## config.mk

```make
export PLATFORM = sky130hd
export DESIGN_NAME = xlat_cache
export DESIGN_NICKNAME = d
export VERILOG_FILES = /design/src/rtl/xlat_pkg.sv /design/src/rtl/xlat_perm.sv /design/src/rtl/xlat_way_bank.sv /design/src/rtl/xlat_lru.sv /design/src/rtl/xlat_cache.sv
export SDC_FILE = /design/constraint.sdc
export NUM_CORES = 2
export LEC_CHECK = 0
export CAP_MARGIN = 40
export CELL_PAD_IN_SITES_DETAIL_PLACEMENT = 1
export CELL_PAD_IN_SITES_GLOBAL_PLACEMENT = 1
export CORE_AREA = 2 2 437 439
export DETAILED_ROUTE_END_ITERATION = 8
export DIE_AREA = 0 0 439 441
export GPL_TIMING_DRIVEN = 0
export PLACE_DENSITY_LB_ADDON = 0.08
export SLEW_MARGIN = 40
export SYNTH_ARGS = -nofsm -noshare
export SYNTH_HDL_FRONTEND = slang
export SYNTH_SLANG_ARGS = --single-unit
```

## constraint.sdc

```tcl
create_clock -name clk_i -period 8.1 [get_ports clk_i]
set_input_delay 1.62 -clock clk_i [delete_from_list [all_inputs] [get_ports clk_i]]
set_output_delay 1.62 -clock clk_i [all_outputs]
set_load 0.03 [all_outputs]
```

## src/rtl/xlat_pkg.sv

```systemverilog
package xlat_pkg;
  typedef enum logic [1:0] {
    ACC_RD  = 2'b00,
    ACC_WR  = 2'b01,
    ACC_EX  = 2'b10,
    ACC_RSV = 2'b11
  } acc_e;

  typedef struct packed {
    logic usr;
    logic ex;
    logic wr;
    logic rd;
  } perm_t;
endpackage

```

## src/rtl/xlat_perm.sv

```systemverilog
module xlat_perm
  import xlat_pkg::*;
(
  input  perm_t      perm_i,
  input  logic [1:0] acc_i,
  input  logic       user_i,
  output logic       deny_o
);
  logic kind_deny;

  always_comb begin
    unique case (acc_e'(acc_i))
      ACC_RD:  kind_deny = !perm_i.rd;
      ACC_WR:  kind_deny = !perm_i.wr;
      ACC_EX:  kind_deny = !perm_i.ex;
      default: kind_deny = 1'b1;
    endcase
  end

  assign deny_o = kind_deny | (user_i & !perm_i.usr);
endmodule

```

## src/rtl/xlat_way_bank.sv

```systemverilog
module xlat_way_bank
  import xlat_pkg::*;
#(
  parameter  int SETS  = 32,
  parameter  int TAG_W = 15,
  parameter  int PPN_W = 16,
  localparam int SET_W = $clog2(SETS)
) (
  input  logic             clk_i,
  input  logic             rst_ni,
  input  logic             flush_i,
  // lookup side
  input  logic [SET_W-1:0] a_set_i,
  output logic             a_vld_o,
  output logic [TAG_W-1:0] a_tag_o,
  output logic [PPN_W-1:0] a_ppn_o,
  output perm_t            a_perm_o,
  input  logic             dset_en_i,
  // fill side
  input  logic [SET_W-1:0] b_set_i,
  output logic             b_vld_o,
  output logic [TAG_W-1:0] b_tag_o,
  output logic             b_dirty_o,
  input  logic             wr_en_i,
  input  logic [TAG_W-1:0] wr_tag_i,
  input  logic [PPN_W-1:0] wr_ppn_i,
  input  perm_t            wr_perm_i
);
  logic [SETS-1:0]  vld_q;
  logic [TAG_W-1:0] tag_q   [SETS];
  logic [PPN_W-1:0] ppn_q   [SETS];
  perm_t            perm_q  [SETS];
  logic             dirty_q [SETS];

  always_ff @(posedge clk_i or negedge rst_ni) begin
    if (!rst_ni)        vld_q <= '0;
    else if (flush_i)   vld_q <= '0;
    else if (wr_en_i)   vld_q[b_set_i] <= 1'b1;
  end

  always_ff @(posedge clk_i) begin
    if (wr_en_i) begin
      tag_q[b_set_i]   <= wr_tag_i;
      ppn_q[b_set_i]   <= wr_ppn_i;
      perm_q[b_set_i]  <= wr_perm_i;
      dirty_q[b_set_i] <= 1'b0;
    end
    if (dset_en_i) dirty_q[a_set_i] <= 1'b1;
  end

  assign a_vld_o   = vld_q[a_set_i];
  assign a_tag_o   = tag_q[a_set_i];
  assign a_ppn_o   = ppn_q[a_set_i];
  assign a_perm_o  = perm_q[a_set_i];
  assign b_vld_o   = vld_q[b_set_i];
  assign b_tag_o   = tag_q[b_set_i];
  assign b_dirty_o = dirty_q[b_set_i];
endmodule

```

## src/rtl/xlat_lru.sv

```systemverilog
module xlat_lru #(
  parameter  int SETS  = 32,
  localparam int SET_W = $clog2(SETS)
) (
  input  logic             clk_i,
  input  logic             rst_ni,
  input  logic             use_en_i,
  input  logic [SET_W-1:0] use_set_i,
  input  logic             use_way_i,
  input  logic             fill_en_i,
  input  logic [SET_W-1:0] fill_set_i,
  input  logic [1:0]       fill_vld_i,
  input  logic [1:0]       fill_hit_i,
  output logic             victim_o
);
  logic [SETS-1:0] lru_q;  // index of least recently used way

  always_comb begin
    if (|fill_hit_i)        victim_o = fill_hit_i[1];
    else if (!fill_vld_i[0]) victim_o = 1'b0;
    else if (!fill_vld_i[1]) victim_o = 1'b1;
    else                     victim_o = lru_q[fill_set_i];
  end

  always_ff @(posedge clk_i or negedge rst_ni) begin
    if (!rst_ni) lru_q <= '0;
    else begin
      for (int s = 0; s < SETS; s++) begin
        if (fill_en_i && fill_set_i == SET_W'(s))     lru_q[s] <= ~victim_o;
        else if (use_en_i && use_set_i == SET_W'(s)) lru_q[s] <= ~use_way_i;
      end
    end
  end

  assert_lru_after_use_R6: assert property (@(posedge clk_i) disable iff (!rst_ni)
    (use_en_i && !(fill_en_i && fill_set_i == use_set_i))
      |=> lru_q[$past(use_set_i)] != $past(use_way_i));

  assert_lru_after_fill_R6: assert property (@(posedge clk_i) disable iff (!rst_ni)
    fill_en_i |=> lru_q[$past(fill_set_i)] != $past(victim_o));
endmodule

```

## src/rtl/xlat_cache.sv

```systemverilog
module xlat_cache
  import xlat_pkg::*;
#(
  parameter  int VA_W   = 32,
  parameter  int PA_W   = 28,
  parameter  int PAGE_W = 12,
  parameter  int SETS   = 32,
  localparam int SET_W  = $clog2(SETS),
  localparam int VPN_W  = VA_W - PAGE_W,
  localparam int TAG_W  = VPN_W - SET_W,
  localparam int PPN_W  = PA_W - PAGE_W
) (
  input  logic             clk_i,
  input  logic             rst_ni,
  input  logic             lk_valid_i,
  input  logic [VA_W-1:0]  lk_vaddr_i,
  input  logic [1:0]       lk_acc_i,
  input  logic             lk_user_i,
  output logic             lk_hit_o,
  output logic [PA_W-1:0]  lk_paddr_o,
  output logic             lk_fault_o,
  input  logic             fill_valid_i,
  input  logic [VPN_W-1:0] fill_vpn_i,
  input  logic [PPN_W-1:0] fill_ppn_i,
  input  logic             fill_rd_i,
  input  logic             fill_wr_i,
  input  logic             fill_ex_i,
  input  logic             fill_usr_i,
  input  logic             flush_i,
  output logic             evict_valid_o,
  output logic [VPN_W-1:0] evict_vpn_o,
  output logic             evict_dirty_o
);
  localparam int WAYS = 2;

  logic [SET_W-1:0] lk_set, f_set;
  logic [TAG_W-1:0] lk_tag, f_tag;
  assign lk_set = lk_vaddr_i[PAGE_W +: SET_W];
  assign lk_tag = lk_vaddr_i[VA_W-1 -: TAG_W];
  assign f_set  = fill_vpn_i[SET_W-1:0];
  assign f_tag  = fill_vpn_i[VPN_W-1 -: TAG_W];

  logic             fill_go, clash, victim, ok, deny, sel;
  logic [WAYS-1:0]  a_vld, a_match, b_vld, b_match, b_dirty, hit_way;
  logic [TAG_W-1:0] a_tag [WAYS];
  logic [TAG_W-1:0] b_tag [WAYS];
  logic [PPN_W-1:0] a_ppn [WAYS];
  perm_t            a_perm [WAYS];
  perm_t            f_perm;

  assign fill_go = fill_valid_i & !flush_i;
  assign clash   = fill_valid_i && (f_set == lk_set);  // fill wins the set
  assign f_perm  = '{usr: fill_usr_i, ex: fill_ex_i, wr: fill_wr_i, rd: fill_rd_i};

  for (genvar w = 0; w < WAYS; w++) begin : g_way
    xlat_way_bank #(.SETS(SETS), .TAG_W(TAG_W), .PPN_W(PPN_W)) u_bank (
      .clk_i     (clk_i),
      .rst_ni    (rst_ni),
      .flush_i   (flush_i),
      .a_set_i   (lk_set),
      .a_vld_o   (a_vld[w]),
      .a_tag_o   (a_tag[w]),
      .a_ppn_o   (a_ppn[w]),
      .a_perm_o  (a_perm[w]),
      .dset_en_i (ok && hit_way[w] && lk_acc_i == ACC_WR),
      .b_set_i   (f_set),
      .b_vld_o   (b_vld[w]),
      .b_tag_o   (b_tag[w]),
      .b_dirty_o (b_dirty[w]),
      .wr_en_i   (fill_go && victim == w[0]),
      .wr_tag_i  (f_tag),
      .wr_ppn_i  (fill_ppn_i),
      .wr_perm_i (f_perm)
    );
    assign a_match[w] = a_vld[w] && a_tag[w] == lk_tag;
    assign b_match[w] = b_vld[w] && b_tag[w] == f_tag;
    assign hit_way[w] = a_match[w] && lk_valid_i && !clash;
  end

  assign sel      = hit_way[1];
  assign lk_hit_o = |hit_way;

  xlat_perm u_perm (
    .perm_i (a_perm[sel]),
    .acc_i  (lk_acc_i),
    .user_i (lk_user_i),
    .deny_o (deny)
  );

  assign lk_fault_o = lk_hit_o & deny;
  assign ok         = lk_hit_o & !deny;
  assign lk_paddr_o = ok ? {a_ppn[sel], lk_vaddr_i[PAGE_W-1:0]} : '0;

  xlat_lru #(.SETS(SETS)) u_lru (
    .clk_i      (clk_i),
    .rst_ni     (rst_ni),
    .use_en_i   (ok),
    .use_set_i  (lk_set),
    .use_way_i  (sel),
    .fill_en_i  (fill_go),
    .fill_set_i (f_set),
    .fill_vld_i (b_vld),
    .fill_hit_i (b_match),
    .victim_o   (victim)
  );

  always_ff @(posedge clk_i or negedge rst_ni) begin
    if (!rst_ni) begin
      evict_valid_o <= 1'b0;
      evict_vpn_o   <= '0;
      evict_dirty_o <= 1'b0;
    end else begin
      evict_valid_o <= fill_go && !(|b_match) && b_vld[victim];
      evict_vpn_o   <= {b_tag[victim], f_set};
      evict_dirty_o <= b_dirty[victim];
    end
  end

  assert_single_match_R8: assert property (@(posedge clk_i) disable iff (!rst_ni)
    $countones(a_match) <= 1);

  assert_flush_empties_R9: assert property (@(posedge clk_i) disable iff (!rst_ni)
    flush_i |=> !lk_hit_o);

  assert_evict_follows_fill_R7: assert property (@(posedge clk_i) disable iff (!rst_ni)
    evict_valid_o |-> $past(fill_go));
endmodule

```

==> flow_metrics.tcl <==
set metrics [dict create \
    dr.pass1.iters 8 \
    ys_warn_count 0 \
    globalplace.congestion 1.03 \
    worst-setup-path-type "in -> out" \
    p_per_area_nw_per_um2 231 \
    coreArea_sq_um 189000 \
    num_rows 160 \
    min_path_type "reg -> reg" \
    cts_tree "done" \
    clkLatencyLatePin_ns 0.96 \
    ys_seq_area_share_pct 69.1 \
    grt_overflow 0 \
    grt_pass1_wl_um 578000 \
    h-tree-depth 5 \
    syn_inst 5262 \
    cts_root_buffer "clkbuf_16" \
    r2r_end "g_way[0].u_bank.ppn_q[23][2]" \
    drt_iter0_markers 11600 \
    wl_um 436000 \
    min_from "g_way[0].u_bank.dirty_q[26]" \
    synth_area_per_cell_sq_um 19.7 \
    via_count 65600 \
    met2_length_um 192000 \
    clk_pin_slew_worst_paths_ns 0.06 \
    initial_core_util_pct 54.7 \
    die_h_um 441 \
    p_leak_nw 41.1 \
    dp_slack_ns -2.82 \
    hpwl_um 305000 \
    slew_viol_final 0 \
    syn2layout_area_growth_pct 18.1 \
    finalHoldViolations 0 \
    clock-sinks 2422 \
    dieArea_sq_um 194000 \
    holdPathStages 2 \
    netlist_area_sq_um 104000 \
    drt-wirelength-per-cell_um 50.7 \
    io_pins 132 \
    r2r_slack_ns 2.89 \
    setup_viol 65 \
    final_core_util_pct 64.6 \
    yosys_most_used_dff "edfxtp_1" \
    mostFrequentLayoutCell "edfxtp_1" \
    holdPathEnd "g_way[0].u_bank.dirty_q[26]" \
    ant_nets 0 \
    numPortBuffers 126 \
    tightest_slew_ns 1.00 \
    layout_common_cells "edfxtp_1, mux4_2, mux2i_1" \
    antenna_found_initial 24 \
    worstPathMaxFanout 10 \
    max-slew-margin-rel_pct 32.8 \
    fin_tns_setup_ns -2.60 \
    rsz0062_at_grt "true" \
    m1WireLength_um 142000 \
    drc 0 \
    max_freq_ghz 0.120 \
    synth_edf_count 2240 \
    grt_pass1_vias 65200 \
    routed-wl-met3_um 59400 \
    critPathRequiredTime_ns 6.48 \
    violations "negative setup slack" \
    grt_max_degree 69 \
    reg2reg_depth 13 \
    cp-end-kind "output port" \
    ys_types 82 \
    timing.rr.start "g_way[0].u_bank.tag_q[23][8]" \
    maxCapViolCount 0 \
    num-nets-final 5967 \
    finalCriticalPeriod_ns 8.35 \
    post-route-period-util_pct 103 \
    routed.top_layer "met5" \
    vias_per_cell 7.64 \
    fin_skew_ns 0.0523 \
    critPathLaunchType "primary input" \
    worstPathArrival_ns 6.73 \
    ys_seq_elements 2422 \
    grt_usage_pct 45.3 \
    layout_setup_ws_ns -0.250 \
    drive_gt1_share_pct 31.7 \
    ir_drop_mv 0.205 \
    cts_made_buffers 274 \
    run_status "finished, violations left" \
    synth_fp_nets 5342 \
    die_w_um 439 \
    clockBufferDepth 4 \
    async_flop_share_pct 4.87 \
]
==> power by group <==
group | internal [W] | switching (W) | total (W)
clock | 0.00694 | 0.00505 | 0.0120
combinational | 0.000859 | 0.00160 | 0.00246
sequential | 0.0137 | 0.0000397 | 0.0138
==> flip-flops by register name, indices dropped and copies added (netlist names) <==
signal                flops
u_lru.lru_q              32
evict_vpn_o              20
g_way.u_bank.ppn_q     1024
g_way.u_bank.perm_q     256
g_way.u_bank.tag_q      960
g_way.u_bank.dirty_q     64
g_way.u_bank.vld_q       64
evict_valid_o             1
evict_dirty_o             1
==> worst max-delay path, stage by stage <==
cell             delay, ns
clkbuf_1              0.44
buf_2                 0.57
clkbuf_2              0.60
buf_2                 0.60
a211oi_1              0.20
a211oi_4              0.50
xnor2_1               0.25
nand4_1               0.14
nor4_1                0.21
and4_4                0.44
a21o_2                0.26
and2_1                0.39
clkdlybuf4s15_2       0.44
==> per-stage QoR <==
stage | std cells | hold WS (ns) | cell area [sq um] | power, W
6_report | 8593 | 0.475 | 122000 | 0.0282
5_1_grt | 8583 | 0.498 | 122000 | 0.0286
4_1_cts | 8576 | 0.478 | 122000 | 0.0281
3_5_place_dp | 8123 | 0.465 | 113000 | 0.0163
3_3_place_gp | 7899 | 0.453 | 108000 | 0.0162
2_1_floorplan | 5262 | 0.441 | 104000 | 0.0151
==> synth_stat cells, drive strengths merged (13+ instances only) <==
master	count	area (sq um)
buf	229	1510
a21oi	75	375
o22ai	41	257
xor2	17	149
clkbuf	126	473
a221o	13	130
and2	47	294
o211a	32	320
o21ai	116	584
a22oi	63	473
nand3	70	350
mux2i	359	3590
xnor2	36	315
o211ai	13	97.6
nor3	35	180
a221oi	26	234
dfxtp	64	1280
mux4	805	18200
a22o	39	342
edfxtp	2240	67300
o221ai	30	263
a211oi	14	110
nand2	209	785
a21o	37	278
a311o	32	320
nor2	93	349
nor2b	22	138
a32oi	16	140
dfrtp	118	2950
mux2	46	518
inv	72	270
==> metal layers <==
layer	vias to the layer above	GRT usage, %
li1	23400	-
met1	34500	55.6
met2	5994	67.0
met3	1702	15.0
met4	14	34.4
met5	-	0.496
==> cell families (layout without fill, tap and decap cells) <==
group / after synthesis / in the layout / share of synthesized area (%)
flip-flops: 2422 / 2422 / 69.1
multiplexers: 1210 / 1210 / 21.5
buffers and inverters: 430 / 1238 / 2.19
XOR/XNOR: 53 / 53 / 0.448
other: 0 / 11 / 0
AO/OA/AOI/OAI: 605 / 606 / 4.27
AND/OR/NAND/NOR: 542 / 542 / 2.50
==> worst max-delay path by stage <==
stage                              start                            to  slack, ns  cells after the start
after floorplan           lk_vaddr_i[12]                lk_paddr_o[12]       1.35                     12
after global placement     fill_vpn_i[1]  g_way[0].u_bank.ppn_q[4][12]      -6.13                     14
after detailed placement   fill_vpn_i[1]                 lk_paddr_o[5]      -2.82                     16
after CTS                  fill_vpn_i[0]                 lk_paddr_o[1]      0.001                     17
after global routing      lk_vaddr_i[14]                lk_paddr_o[26]      -0.19                     15
final                     lk_vaddr_i[16]                 lk_paddr_o[4]      -0.25                     13
==> what timing repair did <==
item	CTS	global route
hold buffers	0	0
endpoints found under the setup margin	30	27
pin swaps	5	1
endpoints found under the hold margin	0	0
gates resized for setup	247	58
gates cloned	0	1
setup buffers	4	5
==> layout make-up <==
cell class | count | area [sq um]
Antenna cell | 11 | 27.5
Buffer | 343 | 2570
Clock buffer | 348 | 7380
Clock inverter | 112 | 946
Fill cell | 15400 | 66900
Inverter | 75 | 442
Multi-Input combinational cell | 2411 | 30200
Sequential cell | 2422 | 71500
Tap cell | 2511 | 3140
Timing Repair Buffer | 360 | 6060
Power figures use the tool's default switching activity.
